## config.mk

```make
export PLATFORM = sky130hd
export DESIGN_NAME = memfill_engine
export DESIGN_NICKNAME = d
export VERILOG_FILES = /design/src/rtl/memfill_pkg.sv /design/src/rtl/memfill_chan.sv /design/src/rtl/memfill_arb.sv /design/src/rtl/memfill_engine.sv
export SDC_FILE = /design/constraint.sdc
export NUM_CORES = 1
export LEC_CHECK = 0
export CAP_MARGIN = 40
export CORE_MARGIN = 4
export CORE_UTILIZATION = 40
export DETAILED_ROUTE_END_ITERATION = 10
export DONT_BUFFER_PORTS = 1
export SYNTH_ARGS = -nofsm -noshare
export SYNTH_HDL_FRONTEND = slang
export SYNTH_HIERARCHICAL = 1
export SYNTH_SLANG_ARGS = --single-unit
```

## constraint.sdc

```tcl
create_clock -name clk -period 10.3 [get_ports clk]
set_input_delay 1.03 -clock clk [delete_from_list [all_inputs] [get_ports clk]]
set_output_delay 1.03 -clock clk [all_outputs]
set_load 0.01 [all_outputs]
```

## src/rtl/memfill_pkg.sv

```systemverilog
package memfill_pkg;

  typedef enum logic [1:0] {
    PAT16 = 2'd0,
    PAT24 = 2'd1,
    PAT32 = 2'd2
  } pat_e;

  localparam logic [1:0] IDX_START = 2'd0;
  localparam logic [1:0] IDX_END   = 2'd1;
  localparam logic [1:0] IDX_VALUE = 2'd2;
  localparam logic [1:0] IDX_CTRL  = 2'd3;

  localparam int CTL_GO    = 0;
  localparam int CTL_DONE  = 1;
  localparam int CTL_SEL24 = 8;
  localparam int CTL_SEL32 = 9;

  function automatic logic [2:0] pat_step(pat_e p);
    case (p)
      PAT24:   return 3'd3;
      PAT32:   return 3'd4;
      default: return 3'd2;
    endcase
  endfunction

  function automatic logic [3:0] pat_lanes(pat_e p);
    case (p)
      PAT24:   return 4'b0111;
      PAT32:   return 4'b1111;
      default: return 4'b0011;
    endcase
  endfunction

endpackage

```

## src/rtl/memfill_chan.sv

```systemverilog
module memfill_chan
  import memfill_pkg::*;
#(
  parameter int RAW_W = 26
) (
  input  logic                 clk,
  input  logic                 rst_n,
  input  logic                 wr_en_i,
  input  logic [1:0]           wr_idx_i,
  input  logic [31:0]          wr_data_i,
  input  logic [1:0]           rd_idx_i,
  output logic [31:0]          rd_data_o,
  output logic                 req_o,
  output logic [RAW_W+2:0]     addr_o,
  output logic [31:0]          wdata_o,
  output logic [3:0]           be_o,
  input  logic                 acc_i,
  output logic                 irq_o
);
  localparam int PA_W  = RAW_W + 3;
  localparam int PTR_W = PA_W + 1;

  logic [RAW_W-1:0] start_q, start_d, end_q, end_d;
  logic [31:0]      val_q, val_d;
  logic             go_q, go_d, fin_q, fin_d;
  logic             s24_q, s24_d, s32_q, s32_d;
  logic             irq_q, irq_d;
  logic [PTR_W-1:0] ptr_q, ptr_d;
  logic             cfg_en, run_en;

  pat_e             pat;
  logic [PTR_W-1:0] end_ptr, step_ext, ptr_nxt;
  logic             more, last;

  always_comb begin
    pat      = s24_q ? PAT24 : (s32_q ? PAT32 : PAT16);
    end_ptr  = PTR_W'({end_q, 3'b000});
    step_ext = PTR_W'(pat_step(pat));
    ptr_nxt  = ptr_q + step_ext;
    more     = ptr_q < end_ptr;
    last     = go_q && (!more || (acc_i && (ptr_nxt >= end_ptr)));
  end

  assign req_o  = go_q && more;
  assign addr_o = ptr_q[PA_W-1:0];
  assign be_o   = pat_lanes(pat);
  assign irq_o  = irq_q;

  always_comb begin
    case (pat)
      PAT24:   wdata_o = {8'h00, val_q[23:16], val_q[15:8], val_q[7:0]};
      PAT32:   wdata_o = val_q;
      default: wdata_o = {16'h0000, val_q[15:0]};
    endcase
  end

  always_comb begin
    case (rd_idx_i)
      IDX_START: rd_data_o = 32'(start_q);
      IDX_END:   rd_data_o = 32'(end_q);
      IDX_VALUE: rd_data_o = val_q;
      default: begin
        rd_data_o            = '0;
        rd_data_o[CTL_GO]    = go_q;
        rd_data_o[CTL_DONE]  = fin_q;
        rd_data_o[CTL_SEL24] = s24_q;
        rd_data_o[CTL_SEL32] = s32_q;
      end
    endcase
  end

  // next-state
  always_comb begin
    cfg_en  = wr_en_i && !go_q;
    run_en  = go_q;
    start_d = start_q;
    end_d   = end_q;
    val_d   = val_q;
    go_d    = go_q;
    fin_d   = fin_q;
    s24_d   = s24_q;
    s32_d   = s32_q;
    ptr_d   = ptr_q;
    irq_d   = 1'b0;
    if (cfg_en) begin
      case (wr_idx_i)
        IDX_START: start_d = wr_data_i[RAW_W-1:0];
        IDX_END:   end_d   = wr_data_i[RAW_W-1:0];
        IDX_VALUE: val_d   = wr_data_i;
        default: begin
          go_d  = wr_data_i[CTL_GO];
          fin_d = wr_data_i[CTL_DONE];
          s24_d = wr_data_i[CTL_SEL24];
          s32_d = wr_data_i[CTL_SEL32];
          ptr_d = PTR_W'({start_q, 3'b000});
        end
      endcase
    end else if (run_en) begin
      if (acc_i) ptr_d = ptr_nxt;
      if (last) begin
        go_d  = 1'b0;
        fin_d = 1'b1;
        irq_d = (start_q != '0);
      end
    end
  end

  // registers
  always_ff @(posedge clk or negedge rst_n) begin
    if (!rst_n) begin
      start_q <= '0;
      end_q   <= '0;
      val_q   <= '0;
      go_q    <= 1'b0;
      fin_q   <= 1'b0;
      s24_q   <= 1'b0;
      s32_q   <= 1'b0;
      ptr_q   <= '0;
      irq_q   <= 1'b0;
    end else begin
      irq_q <= irq_d;
      if (cfg_en || run_en) begin
        start_q <= start_d;
        end_q   <= end_d;
        val_q   <= val_d;
        go_q    <= go_d;
        fin_q   <= fin_d;
        s24_q   <= s24_d;
        s32_q   <= s32_d;
        ptr_q   <= ptr_d;
      end
    end
  end

  p_hold_r12: assert property (@(posedge clk) disable iff (!rst_n)
    (req_o && !acc_i) |=> (req_o && $stable(ptr_q) && $stable(wdata_o)));

  p_advance_r12: assert property (@(posedge clk) disable iff (!rst_n)
    (acc_i && go_q && !last) |=> ((ptr_q - $past(ptr_q)) == PTR_W'(pat_step(pat))));

  p_done_flag_r7: assert property (@(posedge clk) disable iff (!rst_n)
    $fell(go_q) |-> fin_q);

  p_irq_start_r8: assert property (@(posedge clk) disable iff (!rst_n)
    irq_o |-> ((start_q != '0) && fin_q && !go_q));

  p_freeze_r10: assert property (@(posedge clk) disable iff (!rst_n)
    $past(go_q) |-> ($stable(start_q) && $stable(end_q) && $stable(val_q)));

endmodule

```

## src/rtl/memfill_arb.sv

```systemverilog
module memfill_arb #(
  parameter int NCH = 2
) (
  input  logic           clk,
  input  logic           rst_n,
  input  logic [NCH-1:0] req_i,
  output logic [NCH-1:0] gnt_o
);
  logic [NCH:0] taken;

  assign taken[0] = 1'b0;
  for (genvar i = 0; i < NCH; i++) begin : g_prio
    assign gnt_o[i]   = req_i[i] && !taken[i];
    assign taken[i+1] = taken[i] || req_i[i];
  end

  p_onehot_r11: assert property (@(posedge clk) disable iff (!rst_n)
    $onehot0(gnt_o));

  p_low_wins_r11: assert property (@(posedge clk) disable iff (!rst_n)
    (req_i[0]) |-> (gnt_o[0]));

endmodule

```

## src/rtl/memfill_engine.sv

```systemverilog
module memfill_engine
  import memfill_pkg::*;
#(
  parameter int NCH   = 2,
  parameter int RAW_W = 26,
  localparam int CH_W = (NCH > 1) ? $clog2(NCH) : 1,
  localparam int PA_W = RAW_W + 3
) (
  input  logic            clk,
  input  logic            rst_n,
  input  logic            reg_we,
  input  logic [CH_W-1:0] reg_ch,
  input  logic [1:0]      reg_idx,
  input  logic [31:0]     reg_wdata,
  input  logic [CH_W-1:0] rd_ch,
  input  logic [1:0]      rd_idx,
  output logic [31:0]     rd_data,
  output logic            mem_req,
  output logic [PA_W-1:0] mem_addr,
  output logic [31:0]     mem_wdata,
  output logic [3:0]      mem_be,
  input  logic            mem_ready,
  output logic [NCH-1:0]  irq
);
  logic [1:0] rst_pipe;
  logic       rst_s_n;

  always_ff @(posedge clk or negedge rst_n) begin
    if (!rst_n) rst_pipe <= 2'b00;
    else        rst_pipe <= {rst_pipe[0], 1'b1};
  end
  assign rst_s_n = rst_pipe[1];

  logic [NCH-1:0]       req, gnt;
  logic [31:0]          rd_bus [NCH];
  logic [PA_W-1:0]      addr_bus [NCH];
  logic [31:0]          data_bus [NCH];
  logic [3:0]           be_bus [NCH];

  for (genvar i = 0; i < NCH; i++) begin : g_ch
    memfill_chan #(.RAW_W(RAW_W)) u_chan (
      .clk       (clk),
      .rst_n     (rst_s_n),
      .wr_en_i   (reg_we && (reg_ch == CH_W'(i))),
      .wr_idx_i  (reg_idx),
      .wr_data_i (reg_wdata),
      .rd_idx_i  (rd_idx),
      .rd_data_o (rd_bus[i]),
      .req_o     (req[i]),
      .addr_o    (addr_bus[i]),
      .wdata_o   (data_bus[i]),
      .be_o      (be_bus[i]),
      .acc_i     (gnt[i] && mem_ready),
      .irq_o     (irq[i])
    );
  end

  memfill_arb #(.NCH(NCH)) u_arb (
    .clk   (clk),
    .rst_n (rst_s_n),
    .req_i (req),
    .gnt_o (gnt)
  );

  always_comb begin
    mem_addr  = '0;
    mem_wdata = '0;
    mem_be    = '0;
    rd_data   = '0;
    for (int i = 0; i < NCH; i++) begin
      if (gnt[i]) begin
        mem_addr  = mem_addr  | addr_bus[i];
        mem_wdata = mem_wdata | data_bus[i];
        mem_be    = mem_be    | be_bus[i];
      end
      if (rd_ch == CH_W'(i)) rd_data = rd_bus[i];
    end
  end
  assign mem_req = |gnt;

  p_be_shape_r3: assert property (@(posedge clk) disable iff (!rst_s_n)
    mem_req |-> (mem_be[1:0] == 2'b11 && $countones(mem_be) >= 2));

endmodule

```

==> impl_results.md <==
- Max Slew Vio Count: 0
- CTS tree: done
- Core area: 0.0412 sq mm
- Async SR Flop Fraction: 100%
- Leakage: 7.59 nW
- Status: completed
- Final GP Congestion: 0.971
- Setup Skew: 18.2 ps
- Critical path's top delay family: compound AO/OA/AOI/OAI gates
- Syn-to-layout area delta: 4.70%
- Final worst-path cycle share: 57.4%
- Setup TNS: 0 ps
- IO Port Bufs: 0
- Number of post-CTS setup repair buffers: 0
- Largest area contributor in the synthesized netlist: dfrtp_1
- CP Buf/Inv Count: 3
- Net Sw Power: 1.78 mW
- Vias per cell: 6.11
- Antenna-violating nets left: 0
- Critical-path top delay cell: a2111oi_0
- Gr ovfl total: 0
- HP Class: input port to async pin
- Clock-pin slew on the worst setup and hold paths: 60 ps
- CTS Buffer Depth: 3
- Reg power frac: 39.5%
- Ys Warns: 6
- Io pins: 142
- Routed WL: 57.6 mm
- Actual slew at the worst max-slew pin: 861 ps
- Critical Path RT: 9270 ps
- Cell-internal power: 2.59 mW
- Avg Cell Area, Syn: 9.70 sq um
- Share of cells above drive strength 1: 17.3%
- Pre-Repair DR Iteration Count: 5
- Cell row count: 74
- Min Hold Slack: 169 ps
- Startpoint types: flip-flop
- Yosys cell types: 88
- Largest net degree at the start of global routing: 69
- Via count: 13200
- Crit path DAT: 4880 ps
- # hold bufs at CTS: 0
- Gate power share: 35.7%
- Mapped Cells: 1737
- Post-synth top flop: dfrtp_1
- EDFF count, synth: 0
- Critical-path maximum fanout: 68
- Post-route DRC: 0
- Yosys reg bits: 240
- First DRT Iteration DRCs: 1245
- RSZ-0062 raised after global routing: false
- Crit Path Class: flip-flop to primary output
- Chip height: 213 um
- Initial antenna violation count: 4
- Die Wd: 213 um
- Power per standard cell area: 248 mW/mm^2
- Mapped Area: 0.0168 sq mm
- Top-area cell type share of the netlist area: 35.7%
- Clock root cell: clkbuf_16
- Post-cts resize count: 0
- Final min period: 5910 ps
- Worst IR Drop VDD: 0.132 mV
- Max Clock Freq: 0.169 GHz
- Top cells by area, synth: dfrtp_1 (36%), mux2_2 (8.3%), ha_1 (7.9%), buf_4 (4.6%), o21ai_0 (4.2%)
- Slew margin rel.: 42.4%
- Clock power share: 24.8%
- Final instance area: 0.0176 sq mm
- DPL Wire Length: 43.1 mm
- Switch share: 40.7%
- Register area share after synthesis: 35.7%
- Die area: 0.0455 sq mm
- Clk Latency, worst-skew pair: 570 ps
- Worst setup EP type: primary output
- Fill cells: 3863
- Global-route wire length before repair: 85.2 mm
- Initial Util: 40.9%
- Placed Area: 0.0166 sq mm
- DR WL/cell: 26.7 um
- CTS sink cnt: 240
- Global-route usage over all layers: 24.9%
- Vias in the first global route: 12800
- Setup Viol. Count Final: 0
- Crit path cell chain: ha_1 -> nand2_1 -> nor4_1 -> o31ai_1 -> a2111oi_0 -> buf_1 -> nor2_4 -> buf_4 -> nor2b_4 -> buf_4 -> a22o_1
- Nets: 1753
- Inserted Clock Buffers: 28
- H-tree levels: 1
- Crit-path max cell delay: 740 ps
- Max Cap Violations: 0
- Fin. Hold Viols: 0
- Most frequent CP cell: buf_4
[layer usage]
layer	global-route usage, %	routed length [um]	part of all wire (%)	vias to the layer above
met5	0	13	0.023	-
met4	9.00	2220	3.9	2
met3	4.80	4640	8.1	112
met2	40.2	27000	47	586
met1	33.5	23700	41	6623
li1	-	-	-	5875
[metrics by stage]
step                      util [%]  std cells  total power [mW]  setup slack (ps)
after global routing          42.8       2158              4.62              4160
after detailed placement      40.4       2105              3.26              5040
after CTS                     42.8       2156              4.36              4430
final                         42.8       2159              4.37              4390
after floorplan                  -       1739              2.84              3120
after global placement        40.1       2098              3.21              5020
[state kept, by name, indices dropped and copies added (netlist names)]
name,cells
g_ch.u_chan/end_q,52
g_ch.u_chan/fin_q,2
g_ch.u_chan/go_q,2
g_ch.u_chan/irq_o,2
g_ch.u_chan/ptr_q,60
g_ch.u_chan/s24_q,2
g_ch.u_chan/s32_q,2
g_ch.u_chan/start_q,52
g_ch.u_chan/val_q,64
rst_pipe,2
[cell usage in the layout (no fill, tap or decap), types with 8 or more instances in the layout]
cell	Yosys	final
a21o_1	14	14
a21oi_1	93	91
a22o_1	66	66
and2_1	34	34
and3_1	9	9
and4_1	11	11
buf_4	104	20
clkbuf_16	0	29
dfrtp_1	240	239
ha_1	106	106
inv_1	66	66
mux2_2	124	124
mux2_4	30	30
mux2i_1	53	53
nand2_1	190	189
nand3_1	32	32
nand4_1	27	27
nor2_1	59	55
nor2b_1	28	25
nor4_1	17	17
o21ai_0	143	143
o21ai_1	8	8
o22ai_1	17	17
xnor2_1	40	40
xor2_1	13	13
[worst paths after layout]
kind / slack [ps] / cells past startpoint / to / from
worst min-delay path: 170 / 0 / rst_pipe[1] / rst_n
worst max register to register: 4920 / 17 / g_ch[1].u_chan/ptr_q[20] / g_ch[0].u_chan/ptr_q[21]
max in group asynchronous: 7870 / 2 / g_ch[1].u_chan/ptr_q[14] / rst_pipe[1]
min in group clk: 350 / 0 / rst_pipe[1] / rst_pipe[0]
worst min register to register: 350 / 0 / rst_pipe[1] / rst_pipe[0]
worst max-delay path: 4390 / 11 / mem_addr[4] / g_ch[0].u_chan/ptr_q[21]
[synth_stat cells, types with 11 or more instances]
cell type / number
buf_4: 104
clkbuf_1: 56
nor2_1: 59
nand4_1: 27
and2_1: 34
inv_1: 66
a22o_1: 66
o21ai_0: 143
nor4_1: 17
xor2_1: 13
nand3_1: 32
mux2i_1: 53
o22ai_1: 17
and4_1: 11
a21o_1: 14
dfrtp_1: 240
nand2_1: 190
mux2_4: 30
nor2b_1: 28
a21oi_1: 93
buf_2: 21
mux2_2: 124
ha_1: 106
xnor2_1: 40
[cell families after synthesis]
logic type,Yosys count,share of synthesized area (%)
AO/OA/AOI/OAI,399,14.9
XOR/XNOR,57,3.14
adder cells (fa/ha/maj),112,8.36
buffers and inverters,259,8.62
flip-flops,240,35.7
multiplexers,215,15.2
other,3,0.0669
AND/OR/NAND/NOR,452,14.0
[worst reg2reg max path, cell delays in order (launching register included)]
cell and delay, ps:
dfrtp_1 530, ha_1 380, nand2_1 90, nor4_1 510
o31ai_1 230, a2111oi_0 740, buf_1 200, nor2_4 50
buf_4 350, nor2b_4 270, buf_4 590, and2_1 400
nand2_1 150, nand2_1 90, buf_4 330, o21ai_0 150
nand2_1 80, o21ai_0 80
[cell type report]
class	count	area (sq um)	share of cell area, %
diodes	3	7.51	0.0426
clock buffers	37	816	4.63
clock inverters	14	185	1.05
inverters	67	251	1.43
multi-input cells	1240	9460	53.7
flip-flops and latches	240	6010	34.1
well taps	532	666	3.77
repair buffers	26	235	1.33
[power by group through the flow]
stage / clock network, mW / registers, mW / logic [mW]
floorplan: 0 / 1.49 / 1.34
global placement: 0 / 1.73 / 1.48
detailed placement: 0 / 1.73 / 1.53
CTS: 1.11 / 1.72 / 1.54
global route: 1.14 / 1.76 / 1.72
finish: 1.08 / 1.73 / 1.56
Note: power is estimated with default switching activity, not from simulation.
